<file path="src/rtl/ee_preload_pkg.sv">
package ee_preload_pkg;

    localparam int IMG_BYTES = 64;
    localparam int IMG_WORDS = IMG_BYTES / 2;
    localparam int ADDR_W    = 6;
    localparam int WIDX_W    = $clog2(IMG_WORDS);
    localparam int N_XFER    = 9;
    localparam int XFER_W    = $clog2(N_XFER + 1);
    localparam int SLOT_W    = 8;
    localparam int HDR_SLOTS = 3 + ADDR_W;   // start, two opcode bits, address

    // word positions of the kept fields
    localparam int W_SVID   = 22;
    localparam int W_SID    = 23;
    localparam int W_PIN    = 30;
    localparam int W_GNTLAT = 31;

    typedef enum logic [1:0] {
        SEQ_GAP,
        SEQ_XFER,
        SEQ_DONE
    } seq_state_e;

    typedef struct packed {
        logic [15:0] svid;
        logic [15:0] sid;
        logic [7:0]  max_lat;
        logic [7:0]  min_gnt;
        logic [7:0]  int_pin;
    } cfg_fields_t;

    function automatic logic [ADDR_W-1:0] xfer_first(input logic [XFER_W-1:0] k);
        case (k)
            4'd0:    return 6'd0;
            4'd1:    return 6'd4;
            4'd2:    return 6'd8;
            4'd3:    return 6'd12;
            4'd4:    return 6'd16;
            4'd5:    return 6'd20;
            4'd6:    return 6'd22;
            4'd7:    return 6'd24;
            4'd8:    return 6'd30;
            default: return 6'd0;
        endcase
    endfunction

    function automatic logic [2:0] xfer_words(input logic [XFER_W-1:0] k);
        case (k)
            4'd5, 4'd6, 4'd8: return 3'd2;
            4'd7:             return 3'd6;
            default:          return 3'd4;
        endcase
    endfunction

    // command bit for a header slot: 1, 1, 0, then address MSB first
    function automatic logic cmd_bit(input logic [SLOT_W-1:0] s,
                                     input logic [ADDR_W-1:0] a);
        logic [SLOT_W-1:0] idx;
        idx = SLOT_W'(HDR_SLOTS - 1) - s;
        if (s < SLOT_W'(2))              return 1'b1;
        else if (s == SLOT_W'(2))        return 1'b0;
        else if (s < SLOT_W'(HDR_SLOTS)) return a[idx[2:0]];
        else                             return 1'b0;
    endfunction

endpackage

</file>
<file path="src/rtl/ee_sk_div.sv">
module ee_sk_div #(
    parameter int CLK_DIV = 64
) (
    input  logic clk,
    input  logic rst,
    input  logic run,
    output logic tick
);
    localparam int HALF  = CLK_DIV / 2;
    localparam int CNT_W = $clog2(HALF) + 1;

    logic [CNT_W-1:0] cnt;

    assign tick = run && (cnt == CNT_W'(HALF - 1));

    always_ff @(posedge clk) begin
        if (rst || !run || tick) cnt <= '0;
        else                     cnt <= cnt + CNT_W'(1);
    end

    generate
        if (HALF > 1) begin : g_spacing
            p_tick_spacing_r3 : assert property (@(posedge clk) disable iff (rst)
                tick |=> !tick);
        end
    endgenerate
endmodule

</file>
<file path="src/rtl/ee_rd_seq.sv">
module ee_rd_seq
    import ee_preload_pkg::*;
#(
    parameter int CLK_DIV = 64
) (
    input  logic              clk,
    input  logic              rst,
    input  logic              tick,
    input  logic              din,
    output logic              cs,
    output logic              sk,
    output logic              dout,
    output logic              busy,
    output logic              wr,
    output logic [WIDX_W-1:0] widx,
    output logic [15:0]       wdata
);
    seq_state_e        state;
    logic [XFER_W-1:0] seg;
    logic [SLOT_W-1:0] slot;
    logic              gap_half;
    logic [14:0]       sh;

    logic [ADDR_W-1:0] seg_addr;
    logic [SLOT_W-1:0] last_slot;
    logic [SLOT_W-1:0] dpos;

    assign seg_addr  = xfer_first(seg);
    assign last_slot = SLOT_W'(HDR_SLOTS - 1) + {1'b0, xfer_words(seg), 4'b0000};
    assign dpos      = slot - SLOT_W'(HDR_SLOTS);
    assign busy      = (state != SEQ_DONE);

    always_ff @(posedge clk) begin
        if (rst) begin
            state    <= SEQ_GAP;
            seg      <= '0;
            slot     <= '0;
            gap_half <= 1'b0;
            cs       <= 1'b0;
            sk       <= 1'b0;
            dout     <= 1'b0;
            sh       <= '0;
            wr       <= 1'b0;
            widx     <= '0;
            wdata    <= '0;
        end else begin
            wr <= 1'b0;
            case (state)
                SEQ_GAP: begin
                    if (seg == XFER_W'(N_XFER)) begin
                        state <= SEQ_DONE;
                    end else if (tick) begin
                        if (gap_half) begin
                            cs       <= 1'b1;
                            dout     <= cmd_bit('0, seg_addr);
                            slot     <= '0;
                            gap_half <= 1'b0;
                            state    <= SEQ_XFER;
                        end else begin
                            gap_half <= 1'b1;
                        end
                    end
                end
                SEQ_XFER: begin
                    if (tick) begin
                        if (!sk) begin
                            sk <= 1'b1;
                        end else begin
                            sk <= 1'b0;
                            if (slot >= SLOT_W'(HDR_SLOTS)) begin
                                sh <= {sh[13:0], din};
                                if (dpos[3:0] == 4'hF) begin
                                    wr    <= 1'b1;
                                    widx  <= seg_addr[WIDX_W-1:0] + {1'b0, dpos[7:4]};
                                    wdata <= {sh, din};
                                end
                            end
                            if (slot == last_slot) begin
                                cs    <= 1'b0;
                                dout  <= 1'b0;
                                seg   <= seg + XFER_W'(1);
                                state <= SEQ_GAP;
                            end else begin
                                slot <= slot + SLOT_W'(1);
                                dout <= cmd_bit(slot + SLOT_W'(1), seg_addr);
                            end
                        end
                    end
                end
                default: ;
            endcase
        end
    end

    // chip-select low-time monitor for the gap check
    localparam int LOW_W = $clog2(CLK_DIV + 1);
    logic [LOW_W-1:0] low_cnt;
    always_ff @(posedge clk) begin
        if (rst)                          low_cnt <= '0;
        else if (cs)                      low_cnt <= '0;
        else if (low_cnt != LOW_W'(CLK_DIV)) low_cnt <= low_cnt + LOW_W'(1);
    end

    p_start_bit_r3 : assert property (@(posedge clk) disable iff (rst)
        $rose(cs) |-> dout);
    p_sk_idle_r6 : assert property (@(posedge clk) disable iff (rst)
        !cs |-> !sk);
    p_gap_len_r6 : assert property (@(posedge clk) disable iff (rst)
        $rose(cs) |-> (low_cnt >= LOW_W'(CLK_DIV)));
endmodule

</file>
<file path="src/rtl/ee_field_latch.sv">
module ee_field_latch
    import ee_preload_pkg::*;
(
    input  logic              clk,
    input  logic              rst,
    input  logic              wr,
    input  logic [WIDX_W-1:0] widx,
    input  logic [15:0]       wdata,
    output cfg_fields_t       fields
);
    always_ff @(posedge clk) begin
        if (rst) begin
            fields <= '0;
        end else if (wr) begin
            case (widx)
                WIDX_W'(W_SVID):   fields.svid    <= wdata;
                WIDX_W'(W_SID):    fields.sid     <= wdata;
                WIDX_W'(W_PIN):    fields.int_pin <= wdata[15:8];
                WIDX_W'(W_GNTLAT): begin
                    fields.min_gnt <= wdata[7:0];
                    fields.max_lat <= wdata[15:8];
                end
                default: ;
            endcase
        end
    end
endmodule

</file>
<file path="src/rtl/ee_cfg_preload.sv">
module ee_cfg_preload
    import ee_preload_pkg::*;
#(
    parameter int CLK_DIV = 64
) (
    input  logic        clk,
    input  logic        por,
    input  logic        pci_rst,
    input  logic        sp_din,
    output logic        sp_cs,
    output logic        sp_clk,
    output logic        sp_dout,
    output logic        busy,
    output logic [15:0] cfg_subsys_vid,
    output logic [15:0] cfg_subsys_id,
    output logic [7:0]  cfg_max_latency,
    output logic [7:0]  cfg_min_grant,
    output logic [7:0]  cfg_int_pin
);
    logic              rst_any;
    logic              tick;
    logic              wr;
    logic [WIDX_W-1:0] widx;
    logic [15:0]       wdata;
    cfg_fields_t       fields;

    assign rst_any = por | pci_rst;

    ee_sk_div #(.CLK_DIV(CLK_DIV)) u_div (
        .clk (clk),
        .rst (rst_any),
        .run (busy),
        .tick(tick)
    );

    ee_rd_seq #(.CLK_DIV(CLK_DIV)) u_seq (
        .clk  (clk),
        .rst  (rst_any),
        .tick (tick),
        .din  (sp_din),
        .cs   (sp_cs),
        .sk   (sp_clk),
        .dout (sp_dout),
        .busy (busy),
        .wr   (wr),
        .widx (widx),
        .wdata(wdata)
    );

    ee_field_latch u_latch (
        .clk   (clk),
        .rst   (rst_any),
        .wr    (wr),
        .widx  (widx),
        .wdata (wdata),
        .fields(fields)
    );

    assign cfg_subsys_vid  = fields.svid;
    assign cfg_subsys_id   = fields.sid;
    assign cfg_max_latency = fields.max_lat;
    assign cfg_min_grant   = fields.min_gnt;
    assign cfg_int_pin     = fields.int_pin;

    p_reset_state_r1 : assert property (@(posedge clk)
        rst_any |=> (busy && !sp_cs && !sp_clk && fields == '0));
    p_fields_locked_r8 : assert property (@(posedge clk) disable iff (rst_any)
        (!busy && !$past(busy)) |-> $stable(fields));
endmodule

</file>
<file path="config.mk">
export PLATFORM = sky130hd
export DESIGN_NAME = ee_cfg_preload
export DESIGN_NICKNAME = d
export VERILOG_FILES = /design/src/rtl/ee_preload_pkg.sv /design/src/rtl/ee_sk_div.sv /design/src/rtl/ee_rd_seq.sv /design/src/rtl/ee_field_latch.sv /design/src/rtl/ee_cfg_preload.sv
export SDC_FILE = /design/constraint.sdc
export NUM_CORES = 1
export LEC_CHECK = 0
export BUFFER_PORTS_ARGS = -buffer_cell sky130_fd_sc_hd__buf_2
export CAP_MARGIN = 20
export CELL_PAD_IN_SITES_DETAIL_PLACEMENT = 1
export CELL_PAD_IN_SITES_GLOBAL_PLACEMENT = 2
export CORE_MARGIN = 2
export CORE_UTILIZATION = 37
export CTS_CLUSTER_SIZE = 20
export DETAILED_ROUTE_END_ITERATION = 8
export GPL_TIMING_DRIVEN = 0
export PLACE_DENSITY_LB_ADDON = 0.3
export SLEW_MARGIN = 25
export SYNTH_ARGS = -nofsm -noshare
export SYNTH_HDL_FRONTEND = slang
export SYNTH_HIERARCHICAL = 1
export SYNTH_SLANG_ARGS = --single-unit
</file>
<file path="constraint.sdc">
create_clock -name clk -period 3.95 [get_ports clk]
set_input_delay 0.5925 -clock clk [delete_from_list [all_inputs] [get_ports clk]]
set_output_delay 0.5925 -clock clk [all_outputs]
set_load 0.01 [all_outputs]
</file>
==> summary.md <==
| Metric | Value |
|---|---|
| Ratio of cells with drive above 1 in the final layout | `17.2%` |
| Post-synth EDFFs | `0` |
| Sequential area share after synthesis | `about 45%` |
| Starting Density | `37.7%` |
| Worst-path clk slew | `60 ps` |
| Final worst slack | `310 ps` |
| Routed Antenna Nets | `0` |
| Number of distinct library cells after synthesis | `64` |
| Worst skew pair latency | `410 ps` |
| Cells after Synth | `around 570` |
| Number of global-route vias before repair | `~4400` |
| CP arrival | `3920 ps` |
| Ys flop type | `dfxtp_1` |
| I/O Buffers | `63` |
| Detailed router's first-iteration violation count | `175` |
| Total power | `2690 uW` |
| CP Max Fanout | `10` |
| Crit. End Element | `flip-flop` |
| Max-cap violations | `0` |
| Initial antenna violation count | `0` |
| Setup CP Type | `flip-flop to flip-flop` |
| CP Launch Type | `flip-flop` |
| Die height | `125 um` |
| Post-synth top area share | `44.6%` |
| #FFs+latches synth | `121` |
| CP required | `approximately 4200 ps` |
| Nets | `669` |
| Fin Clk Skew | `between 6 and 7 ps` |
| Core box area | `14400 um^2` |
| Final Wtd Congestion | `between 0.7 and 0.8` |
| Drt via density | `roughly 5.1` |
| Syn_area_per_cell | `9.59 um^2` |
| Hold Crit Class | `flip-flop to flip-flop` |
| DRC | `0` |
| Routed wire length | `13.9 mm` |
| Final std cells w/o fill | `846` |
| Placed insts | `814` |
| Reg-to-Reg Start | `u_seq/state[0]$_SDFFE_PP0P_` |
| Endpoints failing setup | `0` |
| CTS H-tree depth | `4` |
| Warnings from Yosys | `6` |
| Syn nets | `just under 600` |
| Root Buffer | `clkbuf_16` |
| # resized after CTS | `0` |
| Placed Instance Area | `~6000 um^2` |
| WHS Path Cells | `1` |
| Dpl hpwl | `10.3 mm` |
| Power Dens Cells | `approximately 410 nW/um^2` |
| Critical Path Most Common Cell | `nor2_1` |
| Post-synth top area cell | `dfxtp_1` |
| Leakage | `0.00260 uW` |
| Worst Hold End | `u_div/cnt[0]$_SDFF_PP0_` |
| R2R setup slack | `310 ps` |
| Final hold vios | `0` |
| Min cycle time layout | `3640 ps` |
| Remaining Overflow, GRT | `0` |
| Vias | `4323` |
| Bufs and invs on worst path | `2` |
| Die ar. | `approximately 16000 um^2` |
| CP peak stage delay | `630 ps` |
| Tot GR Track Use | `18.4%` |
| First-pass GRT wire length | `23.2 mm` |
| Peak supply drop | `~260 uV` |
| Largest net degree at the start of global routing | `17` |
| Worst R2R End | `u_seq/wdata[7]$_SDFFE_PP0P_` |
| CTS max path bufs | `2` |
| Pre-antenna DRT Iters | `4` |
| Area grow syn2layout | `20.0%` |
| Final TNS setup | `0 ps` |
| Post-CTS setup buffer count | `0` |
| Worst Tran Pin Value | `722 ps` |
| ANT cells | `0` |
| Die Wd | `about 130 um` |
| Relative slew margins | `slightly above 50%` |
| RSZ-0062 raised after global routing | `false` |
| Synthesized area | `5440 um^2` |
| Post-route clock period utilization | `between 90 and 100%` |
| CP delay by family, top | `simple AND/OR/NAND/NOR gates` |
| Pins Over Slew Limit | `0` |
| Hold_sp | `u_div/cnt[0]$_SDFF_PP0_` |
| Hold Buf Count CTS | `0` |
| Row count | `44` |
| TritonCTS Buffers | `17` |
| R2R depth | `10` |
| Status | `finished clean` |
| Ranking of synthesized cells by area | `dfxtp_1 (45%), mux2i_1 (14%), nand2b_1 (7.5%)` |
| WL/cell | `16.5 um` |
| Pre-CTS WS | `about 350 ps` |
| Slowest CP cell | `a31oi_2` |
| Worst setup path startpoint | `u_seq/state[0]$_SDFFE_PP0P_` |
| IO Count | `64` |
| CTS tree | `built` |
| Crit-path cells | `clkbuf_2 -> nand2b_1 -> nand3b_1 -> nor2_1 -> nand3_1 -> a31oi_2 -> nor4b_4 -> buf_2 -> mux2i_1 -> nor2_1` |
| # clock sinks | `121` |
| Post-route cell area | `about 6500 um^2` |
| Asr flop ratio synth | `0%` |
| F_max | `275 MHz` |
kinds of logic (layout without fill, tap and decap cells):
| group | after synthesis | count (layout) | synth area share [%] |
|---|---|---|---|
| AOI/OAI and AO/OA | 81 | 81 | 9.37 |
| xor gates and xnor gates | 14 | 14 | 2.26 |
| adders and majority gates | 16 | 16 | 3.82 |
| buffers and inverters | 47 | 142 | 3.94 |
| DFF | 121 | 121 | 44.6 |
| muxes | 76 | 76 | 14.0 |
| and+or+nand+nor | 212 | 212 | 22.1 |
cell usage after synthesis, types with 4 or more instances:
| cell | number |
|---|---|
| a21oi_1 | 32 |
| and3_1 | 6 |
| buf_2 | 4 |
| clkbuf_1 | 22 |
| dfxtp_1 | 121 |
| ha_1 | 15 |
| inv_1 | 13 |
| mux2i_1 | 76 |
| nand2_1 | 13 |
| nand2b_1 | 65 |
| nand3_1 | 23 |
| nand3b_1 | 6 |
| nor2_1 | 61 |
| nor2b_1 | 4 |
| nor3_1 | 7 |
| o21ai_0 | 24 |
| xnor2_1 | 7 |
| xor2_1 | 7 |
layer usage:
metal	share of wire, %	GRT usage (%)
met5	0	0
met4	1.5	6.27
met3	3.1	3.85
met2	48	30.5
met1	48	23.9
final cells by class:
type | count | area, um^2
fill | 1667 | 7900
multi-input combinational | 399 | 2800
sequential | 121 | 2420
clock buffer | 24 | 472
timing repair buffer | 63 | 315
tap | 184 | 230
buffer | 34 | 165
clock inverter | 8 | 71.3
inverter | 13 | 48.8
placed cells by master (no fill, tap or decap), types with 3 or more instances in the layout:
cell type  instances
a21oi_1           32
and3_1             6
buf_2             67
buf_6              3
clkbuf_1          27
clkbuf_16         17
clkinv_2           5
dfxtp_1          121
ha_1              15
inv_1             13
mux2i_1           76
nand2_1           13
nand2b_1          65
nand3_1           23
nand3b_1           6
nor2_1            61
nor2b_1            4
nor3_1             7
nor4_1             3
o21ai_0           24
o21bai_1           3
xnor2_1            7
xor2_1             7
flip-flops by register name (all words and copies together) (netlist names):
signal and flops:
u_seq/dout 1, u_latch/fields 56, u_seq/seg_addr 4, u_seq/sh 15
u_div/cnt 6, u_seq/widx 5, u_seq/state 2, u_seq/wdata 16
u_seq/wr 1, u_seq/seg 4, u_seq/sk 1, u_seq/cs 1
u_seq/slot 8, u_seq/gap_half 1
how the worst max path moves through the flow:
stage,endpoint,cells after the start
after floorplan,u_seq/seg_addr[3]$_DFF_P_,11
after global placement,u_seq/wdata[7]$_SDFFE_PP0P_,10
after detailed placement,u_seq/wdata[7]$_SDFFE_PP0P_,10
after CTS,u_seq/wdata[7]$_SDFFE_PP0P_,10
after global routing,u_seq/wdata[8]$_SDFFE_PP0P_,10
final,u_seq/wdata[7]$_SDFFE_PP0P_,10
through the flow:
| stage | hold slack, ps | utilization [%] |
|---|---|---|
| after CTS | 448 | 45.2 |
| after global routing | 453 | 45.2 |
| after detailed placement | 458 | 41.5 |
| after floorplan | 429 | - |
| final | 458 | 45.2 |
| after global placement | 434 | 41.5 |
power by group:
| part | switching, uW | leakage, uW | internal (uW) |
|---|---|---|---|
| sequential | 0.865 | 0.000974 | 1220 |
| clock | 536 | 0.000268 | 892 |
| combinational | 26.3 | 0.00136 | 14.1 |
(Power assumes the default switching activity.)
